**src/rtl/irqq_pkg.sv**
```systemverilog
package irqq_pkg;

   typedef enum logic [1:0] {
      QS_IDLE  = 2'd0,
      QS_FIRST = 2'd1,
      QS_SECND = 2'd2
   } qual_state_e;

   typedef enum logic [1:0] {
      QR_NONE = 2'd0,
      QR_FWD  = 2'd1,
      QR_DROP = 2'd2
   } qual_result_e;

   localparam int unsigned CNT_FWD  = 0;
   localparam int unsigned CNT_DROP = 1;
   localparam int unsigned CNT_NUM  = 2;

endpackage

```
**src/rtl/irqq_sync.sv**
```systemverilog
module irqq_sync #(
   parameter int unsigned STAGES = 2
) (
   input  logic clk,
   input  logic rst_n,
   input  logic d_async,
   output logic q_sync
);

   generate
      if (STAGES < 2) begin : g_bad_stages
         $error("irqq_sync: STAGES must be at least 2");
      end
   endgenerate

   logic [STAGES-1:0] chain_q;

   generate
      for (genvar i = 0; i < STAGES; i++) begin : g_stage
         if (i == 0) begin : g_head
            always_ff @(posedge clk or negedge rst_n) begin
               if (!rst_n) chain_q[0] <= 1'b0;
               else        chain_q[0] <= d_async;
            end
         end else begin : g_tail
            always_ff @(posedge clk or negedge rst_n) begin
               if (!rst_n) chain_q[i] <= 1'b0;
               else        chain_q[i] <= chain_q[i-1];
            end
         end
      end
   endgenerate

   assign q_sync = chain_q[STAGES-1];

endmodule

```
**src/rtl/irqq_edge.sv**
```systemverilog
module irqq_edge (
   input  logic clk,
   input  logic rst_n,
   input  logic lvl,
   output logic chg
);

   logic lvl_d;

   always_ff @(posedge clk or negedge rst_n) begin
      if (!rst_n) lvl_d <= 1'b0;
      else        lvl_d <= lvl;
   end

   assign chg = lvl ^ lvl_d;

   // a level change stays visible for exactly one cycle
   p_chg_single_r3: assert property (@(posedge clk) disable iff (!rst_n)
      chg |=> (lvl == $past(lvl)) || chg);

endmodule

```
**src/rtl/irqq_qual.sv**
```systemverilog
module irqq_qual
   import irqq_pkg::*;
#(
   parameter int unsigned MAX_TRIES = 8
) (
   input  logic         clk,
   input  logic         rst_n,
   input  logic         lvl,
   input  logic         chg,
   output logic         fire,
   output logic         drop
);

   generate
      if (MAX_TRIES < 1) begin : g_bad_tries
         $error("irqq_qual: MAX_TRIES must be at least 1");
      end
   endgenerate

   localparam int unsigned TW = (MAX_TRIES > 1) ? $clog2(MAX_TRIES) : 1;
   localparam logic [TW-1:0] LAST_TRY = TW'(MAX_TRIES - 1);

   qual_state_e  st_q, st_d;
   logic [TW-1:0] try_q, try_d;
   logic          first_q, first_d;
   qual_result_e  res;

   always_comb begin
      st_d    = st_q;
      try_d   = try_q;
      first_d = first_q;
      res     = QR_NONE;
      unique case (st_q)
         QS_IDLE: begin
            if (chg) begin
               st_d  = QS_FIRST;
               try_d = '0;
            end
         end
         QS_FIRST: begin
            first_d = lvl;
            st_d    = QS_SECND;
         end
         QS_SECND: begin
            if (lvl == first_q) begin
               res  = lvl ? QR_FWD : QR_DROP;
               st_d = QS_IDLE;
            end else if (try_q == LAST_TRY) begin
               res  = QR_DROP;
               st_d = QS_IDLE;
            end else begin
               try_d = try_q + 1'b1;
               st_d  = QS_FIRST;
            end
         end
         default: st_d = QS_IDLE;
      endcase
   end

   always_ff @(posedge clk or negedge rst_n) begin
      if (!rst_n) begin
         st_q    <= QS_IDLE;
         try_q   <= '0;
         first_q <= 1'b0;
         fire    <= 1'b0;
         drop    <= 1'b0;
      end else begin
         st_q    <= st_d;
         try_q   <= try_d;
         first_q <= first_d;
         fire    <= (res == QR_FWD);
         drop    <= (res == QR_DROP);
      end
   end

   // the attempt index never passes the budget
   p_try_bound_r5: assert property (@(posedge clk) disable iff (!rst_n)
      try_q <= LAST_TRY);

   // a request lasts a single cycle
   p_fire_one_cycle_r7: assert property (@(posedge clk) disable iff (!rst_n)
      fire |=> !fire);

   // a request is only raised after a high read
   p_fire_high_r7: assert property (@(posedge clk) disable iff (!rst_n)
      fire |-> $past(lvl));

   // an event ends in one outcome only
   p_one_outcome_r6: assert property (@(posedge clk) disable iff (!rst_n)
      !(fire && drop));

   // a change seen while busy does not reopen a sequence next cycle
   p_merge_r8: assert property (@(posedge clk) disable iff (!rst_n)
      (st_q == QS_FIRST) |=> (st_q == QS_SECND));

endmodule

```
**src/rtl/irqq_satcnt.sv**
```systemverilog
module irqq_satcnt #(
   parameter int unsigned WIDTH = 8
) (
   input  logic             clk,
   input  logic             rst_n,
   input  logic             inc,
   output logic [WIDTH-1:0] cnt
);

   generate
      if (WIDTH < 1) begin : g_bad_width
         $error("irqq_satcnt: WIDTH must be at least 1");
      end
   endgenerate

   localparam logic [WIDTH-1:0] TOP = {WIDTH{1'b1}};

   always_ff @(posedge clk or negedge rst_n) begin
      if (!rst_n)                 cnt <= '0;
      else if (inc && cnt != TOP) cnt <= cnt + 1'b1;
   end

   // the count holds at its ceiling
   p_sat_hold_r9: assert property (@(posedge clk) disable iff (!rst_n)
      (cnt == TOP) |=> (cnt == TOP));

   // a counted event adds exactly one below the ceiling
   p_step_one_r10: assert property (@(posedge clk) disable iff (!rst_n)
      (inc && cnt != TOP) |=> (cnt == $past(cnt) + 1'b1));

endmodule

```
**src/rtl/irq_qualifier.sv**
```systemverilog
module irq_qualifier
   import irqq_pkg::*;
#(
   parameter int unsigned SYNC_STAGES = 2,
   parameter int unsigned MAX_TRIES   = 8,
   parameter int unsigned CNT_W       = 8,
   parameter bit          COUNT_EN    = 1'b1
) (
   input  logic             clk,
   input  logic             rst_n,
   input  logic             pin_raw,
   output logic             irq_pulse,
   output logic [CNT_W-1:0] fwd_count,
   output logic [CNT_W-1:0] drop_count
);

   logic lvl_s;
   logic chg_s;
   logic fire_s;
   logic drop_s;
   logic [CNT_NUM-1:0]   inc_v;
   logic [CNT_W-1:0]     cnt_v [CNT_NUM];

   irqq_sync #(.STAGES(SYNC_STAGES)) u_sync (
      .clk     (clk),
      .rst_n   (rst_n),
      .d_async (pin_raw),
      .q_sync  (lvl_s)
   );

   irqq_edge u_edge (
      .clk   (clk),
      .rst_n (rst_n),
      .lvl   (lvl_s),
      .chg   (chg_s)
   );

   irqq_qual #(.MAX_TRIES(MAX_TRIES)) u_qual (
      .clk   (clk),
      .rst_n (rst_n),
      .lvl   (lvl_s),
      .chg   (chg_s),
      .fire  (fire_s),
      .drop  (drop_s)
   );

   assign inc_v[CNT_FWD]  = fire_s;
   assign inc_v[CNT_DROP] = drop_s;

   generate
      for (genvar c = 0; c < CNT_NUM; c++) begin : g_cnt
         if (COUNT_EN) begin : g_on
            irqq_satcnt #(.WIDTH(CNT_W)) u_cnt (
               .clk   (clk),
               .rst_n (rst_n),
               .inc   (inc_v[c]),
               .cnt   (cnt_v[c])
            );
         end else begin : g_off
            assign cnt_v[c] = '0;
         end
      end
   endgenerate

   assign irq_pulse  = fire_s;
   assign fwd_count  = cnt_v[CNT_FWD];
   assign drop_count = cnt_v[CNT_DROP];

   // quiet output on the first cycle out of reset
   p_reset_quiet_r1: assert property (@(posedge clk)
      $rose(rst_n) |-> (!irq_pulse && fwd_count == '0 && drop_count == '0));

   // no request without a high level on the wire in the recent past
   p_needs_wire_r2: assert property (@(posedge clk) disable iff (!rst_n)
      irq_pulse |-> $past(pin_raw, 4) || $past(pin_raw, 3));

endmodule

```
**config.mk**
```make
export PLATFORM = sky130hd
export DESIGN_NAME = irq_qualifier
export DESIGN_NICKNAME = d
export VERILOG_FILES = /design/src/rtl/irqq_pkg.sv /design/src/rtl/irqq_sync.sv /design/src/rtl/irqq_edge.sv /design/src/rtl/irqq_qual.sv /design/src/rtl/irqq_satcnt.sv /design/src/rtl/irq_qualifier.sv
export SDC_FILE = /design/constraint.sdc
export NUM_CORES = 1
export LEC_CHECK = 0
export ABC_AREA = 1
export BUFFER_PORTS_ARGS = -buffer_cell sky130_fd_sc_hd__buf_2
export CORE_MARGIN = 5
export CORE_UTILIZATION = 38
export CTS_CLUSTER_DIAMETER = 30
export DETAILED_ROUTE_END_ITERATION = 10
export GPL_TIMING_DRIVEN = 0
export HOLD_SLACK_MARGIN = 0.03
export PLACE_DENSITY_LB_ADDON = 0.1
export SYNTH_ARGS = -nofsm -noshare
export SYNTH_HDL_FRONTEND = slang
export SYNTH_SLANG_ARGS = --single-unit
```
**constraint.sdc**
```tcl
create_clock -name clk -period 4 [get_ports clk]
set_input_delay 0.8 -clock clk [delete_from_list [all_inputs] [get_ports clk]]
set_output_delay 0.8 -clock clk [all_outputs]
set_load 0.02 [all_outputs]
```
### After elaboration in Yosys (flattened, before gate mapping)

Cells that the tools add are included.

| storage, ports and cells | value |
|---|---|
| flip-flop bits (word level) | 27 |
| latch bits | 0 |
| memory bits (writable) | 0 |
| memory bits (read-only) | 0 |
| input port bits | 3 |
| logic and storage cells | 42 |
| memories kept | 0 |

| cells by class | value |
|---|---|
| add/sub/neg operators | 3 |
| $mul | 0 |
| div/mod/pow operators | 0 |
| magnitude comparators | 0 |
| eq/ne operators | 11 |
| shifts and indexed selects | 0 |
| multiplexer cells | 12 |
| bitwise gates (word level) | 1 |
| reduce and logical (&&, ||, !) cells | 5 |

Operator list:

| cell | number |
|---|---|
| $add 8x1->8 const B | 2 |
| $ne 8x8->1 const B | 2 |
| $mux 2 | 6 |
| $mux 3 | 3 |
| $ne 2x2->1 const B | 3 |
| $pmux 2 s3 | 1 |
| $pmux 3 s2 | 1 |
| $eq 2x1->1 const B | 2 |
| $eq 2x2->1 const B | 2 |
| $reduce_and 4->1 | 1 |
| $add 3x1->3 const B | 1 |
| $eq 3x3->1 const B | 1 |
| $logic_and 1x1->1 | 2 |
| $logic_not 2->1 | 1 |
| $reduce_bool 2->1 | 1 |
| $eq 1x1->1 | 1 |
| $mux 1 | 1 |
| $xor 1x1->1 | 1 |

### Depth between registers and ports, before layout

| depth | value |
|---|---|
| word-level depth | 5 |
| mapped depth | 8 |
| mapped depth without buffers | 8 |

### Modules after synthesis

Synthesis repeated with hierarchy kept, for this count alone.

| unflattened totals | value |
|---|---|
| cell total of the unflattened synthesis | 176 |
| area, all modules | 1457.6 um^2 |

By module, submodules not included:

| module | times used | cells an instance | area an instance (um^2) |
|---|---|---|---|
| irqq_satcnt | 2 | 63 | 483.0 |
| irqq_qual | 1 | 42 | 397.9 |
| irqq_sync | 1 | 2 | 50.0 |
| irqq_edge | 1 | 6 | 43.8 |

### Worst setup path before layout

Ideal clock, no wire load.

| timing path | value |
|---|---|
| kind | register to output |
| start point | reg u_qual.fire |
| end point | out irq_pulse |
| data arrival time | 0.573 ns |
| path slack | 2.627 ns |
| stages on the path, launching flop included | 1 |
| path buffers | 0 |
| cell sequence | dfrtp_1 |

RTL lines:

| element | RTL line | source |
|---|---|---|
| start, declared | irqq_qual.sv:10 | `output logic fire,` |
| start signal, assigned | irqq_qual.sv:71 | `fire <= (res == QR_FWD);` |
| end, declared | irq_qualifier.sv:12 | `output logic irq_pulse,` |

No word-level cell between the ends.

### Worst setup path in the final report

| timing path | value |
|---|---|
| start point | reg u_qual.fire |
| end point | out irq_pulse |

No word-level cell between the ends.

==> run_results.csv <==
group,metric,value,unit
route,avgViaCountPerCell,4.49,
final_layout,nets,206,
placed_design,place.gp.congestion,0.773,
floorplan,core_area,0.00366,mm^2
yosys,synth_top_area_frac,0.468,
min_path,hold_class,"flip-flop to flip-flop",
critical_path,path_buf_inv,1,
critical_path,cp_max_fo,6,
timing,finClkSkew,4.78,ps
critical_path,path_cells,"buf_2",
global_routing,antenna_found_initial,0,
final_layout,fin_area,0.00165,mm^2
route,vias,1100,
clock_network,cts_setup_buffers,0,
route,drc,0,
timing,finalCriticalPeriod,1850,ps
floorplan,die_y,71.6,um
yosys,ys_seq_area_frac,0.468,
global_routing,grt_pass1_vias,989,
timing,postLayoutSetupSlackWorst,2150,ps
critical_path,cp_top_family,"flip-flops",
final_layout,final_common_cell,"nand2_1",
timing,fin_crit_sh,0.463,
route,wire_per_inst,10.0,um
final_layout,antenna_cells,0,
timing,hold_ws,358,ps
floorplan,start_util,0.394,
yosys,yosysWarnings,0,
placed_design,pre_cts_slack,2460,ps
yosys,syn_inst,174,
placed_design,dp_hpwl,1.90,mm
timing,setup_viol_count_final,0,
pwr,p_per_area,470,mW/mm^2
critical_path,worstSetupPathType,"flip-flop to primary output",
floorplan,ios,20,
floorplan,die_area,0.00513,mm^2
timing,clock.fmax,540,MHz
critical_path,slowest_stage,"dfrtp_1",
clock_network,cts-root-buf,"clkbuf_8",
critical_path,arrival,1050,ps
timing,setup-tns-final,0,ps
critical_path,max_stage_delay,540,ps
clock_network,htree_levels,1,
yosys,synth.distinct_cells,22,
yosys,netlist_area,0.00144,mm^2
global_routing,grt_pass1_wl,4.39,mm
yosys,syn-num-nets,182,
critical_path,r2r-end,"u_qual.try_q[0]",
min_path,hold_start,"u_sync.chain_q[0]",
final_layout,stdcell_count,245,
yosys,synth.ff_latch_count,27,
floorplan,row_count,22,
global_routing,grtUsageTotal,0.107,
placed_design,placed_cell_area,0.00160,mm^2
pwr,vdd_drop_max,0.000270,V
yosys,synth.avg_cell_area,8.30,um^2
route,dr.pass1.iters,4,
critical_path,reg2regPathDepth,6,
final_layout,final_cell_mix,"nand2_1, dfrtp_1, inv_1, buf_2, nor2_1",
clock_network,clock_latency,280,ps
clock_network,cts_made_buffers,3,
placed_design,port_buffers,19,
route,drt_iter0_markers,31,
pwr,fin_total_pwr,775,uW
timing,worst_pin_slew,608,ps
critical_path,r2r-start,"u_qual.try_q[0]",
floorplan,die_w,71.6,um
pwr,leakage,0.902,nW
clock_network,cts_hold_buffers,0,
clock_network,clkTransAtPathRegs,100,ps
clock_network,tritoncts,"yes",
timing,finalHoldViolations,0,
route,wirelength,2.46,mm
critical_path,cp_data_required_time,3200,ps
route,ant_nets,0,
timing,rsz0062_at_grt,"no",
final_layout,post-route-util,0.450,
clock_network,cts.sinks,27,
final_layout,area_delta_synth_final,14.2,%
min_path,whs_endpoint,"u_sync.q_sync",
clock_network,cts.path.max_buffers,2,
critical_path,cp-start-kind,"flip-flop",
yosys,synth_top_cells_by_area,"dfrtp_1, nand2_1, inv_1",
final_layout,layout-drive-gt1-share,0.218,
critical_path,reg2reg_slack,2590,ps
yosys,yosys.area.top_type,"dfrtp_1",
run,max_cap_viol_count,0,
global_routing,grt_max_degree,28,
final_layout,n_fill_cell,372,
min_path,min_path_cells,0,
outcome,status,"finished, final reports clean",
critical_path,endpoint_kind,"primary output",
timing,max_slew_margin,0.595,
timing,drv_slew,0,
global_routing,gr-total-overflow,0,
placed_design,dp.cells,241,
clock_network,cts.repair.resized,0,
==> routing by layer <==
layer	part of all wire	global-route usage	vias up
met5	0	0	-
met4	0.016	0.0376	0
met3	0.043	0.0365	4
met2	0.47	0.170	13
met1	0.47	0.134	505
li1	-	-	578
==> worst max-delay path by stage <==
stage	from	to	slack, ps	depth (start not counted)
floorplan	u_qual.fire	irq_pulse	2630	0
global placement	u_qual.fire	irq_pulse	2460	1
detailed placement	u_qual.fire	irq_pulse	2460	1
CTS	u_qual.fire	irq_pulse	2130	1
global route	u_qual.fire	irq_pulse	2090	1
finish	u_qual.fire	irq_pulse	2150	1
==> state kept, by name (all words and copies together), names as in the netlist <==
signal	count
u_qual.first_q	1
u_sync.chain_q	1
u_qual.fire	1
u_qual.drop	1
u_sync.q_sync	1
u_qual.st_q	2
u_edge.lvl_d	1
u_qual.try_q	3
g_cnt.g_on.u_cnt.cnt	16
==> where the power goes <==
group          total [mW]  leakage (nW)  switching, mW  internal, mW
logic               0.228         0.516          0.143        0.0847
clock network       0.162        0.0261         0.0891        0.0732
registers           0.385         0.360         0.0591         0.326
==> cell families (layout without fill, tap and decap cells) <==
| kind of cell | after synthesis | count (layout) | synth area share |
|---|---|---|---|
| xor+xnor | 5 | 5 | 0.0303 |
| compound gates | 5 | 5 | 0.0243 |
| simple gates | 109 | 109 | 0.369 |
| buf+inv | 23 | 46 | 0.0650 |
| flops | 27 | 27 | 0.468 |
| fa+ha+maj | 5 | 5 | 0.0433 |
==> Yosys cell counts <==
| master | count |
|---|---|
| or2_0 | 1 |
| nand4_1 | 2 |
| nor3_1 | 1 |
| o21ai_2 | 2 |
| xor2_1 | 2 |
| nor2_2 | 3 |
| nor2_4 | 4 |
| inv_4 | 1 |
| inv_6 | 1 |
| xnor2_1 | 3 |
| ha_1 | 5 |
| nand3_1 | 11 |
| inv_1 | 21 |
| o21ai_0 | 2 |
| nand2_8 | 2 |
| nand2_1 | 65 |
| nand2_4 | 2 |
| nor2_1 | 12 |
| nand3b_1 | 1 |
| dfrtp_1 | 27 |
| nand2_2 | 5 |
| o211ai_1 | 1 |
==> area by class of cell <==
| type | instances | area (um^2) | share of cell area |
|---|---|---|---|
| flip-flops and latches | 27 | 676 | 0.410 |
| multi-input cells | 124 | 674 | 0.409 |
| repair buffers | 19 | 95.1 | 0.0577 |
| inverters | 23 | 93.8 | 0.0569 |
| well taps | 48 | 60.1 | 0.0364 |
| clock buffers | 3 | 41.3 | 0.0250 |
| clock inverters | 1 | 8.76 | 0.00531 |
(Power assumes the default switching activity.)
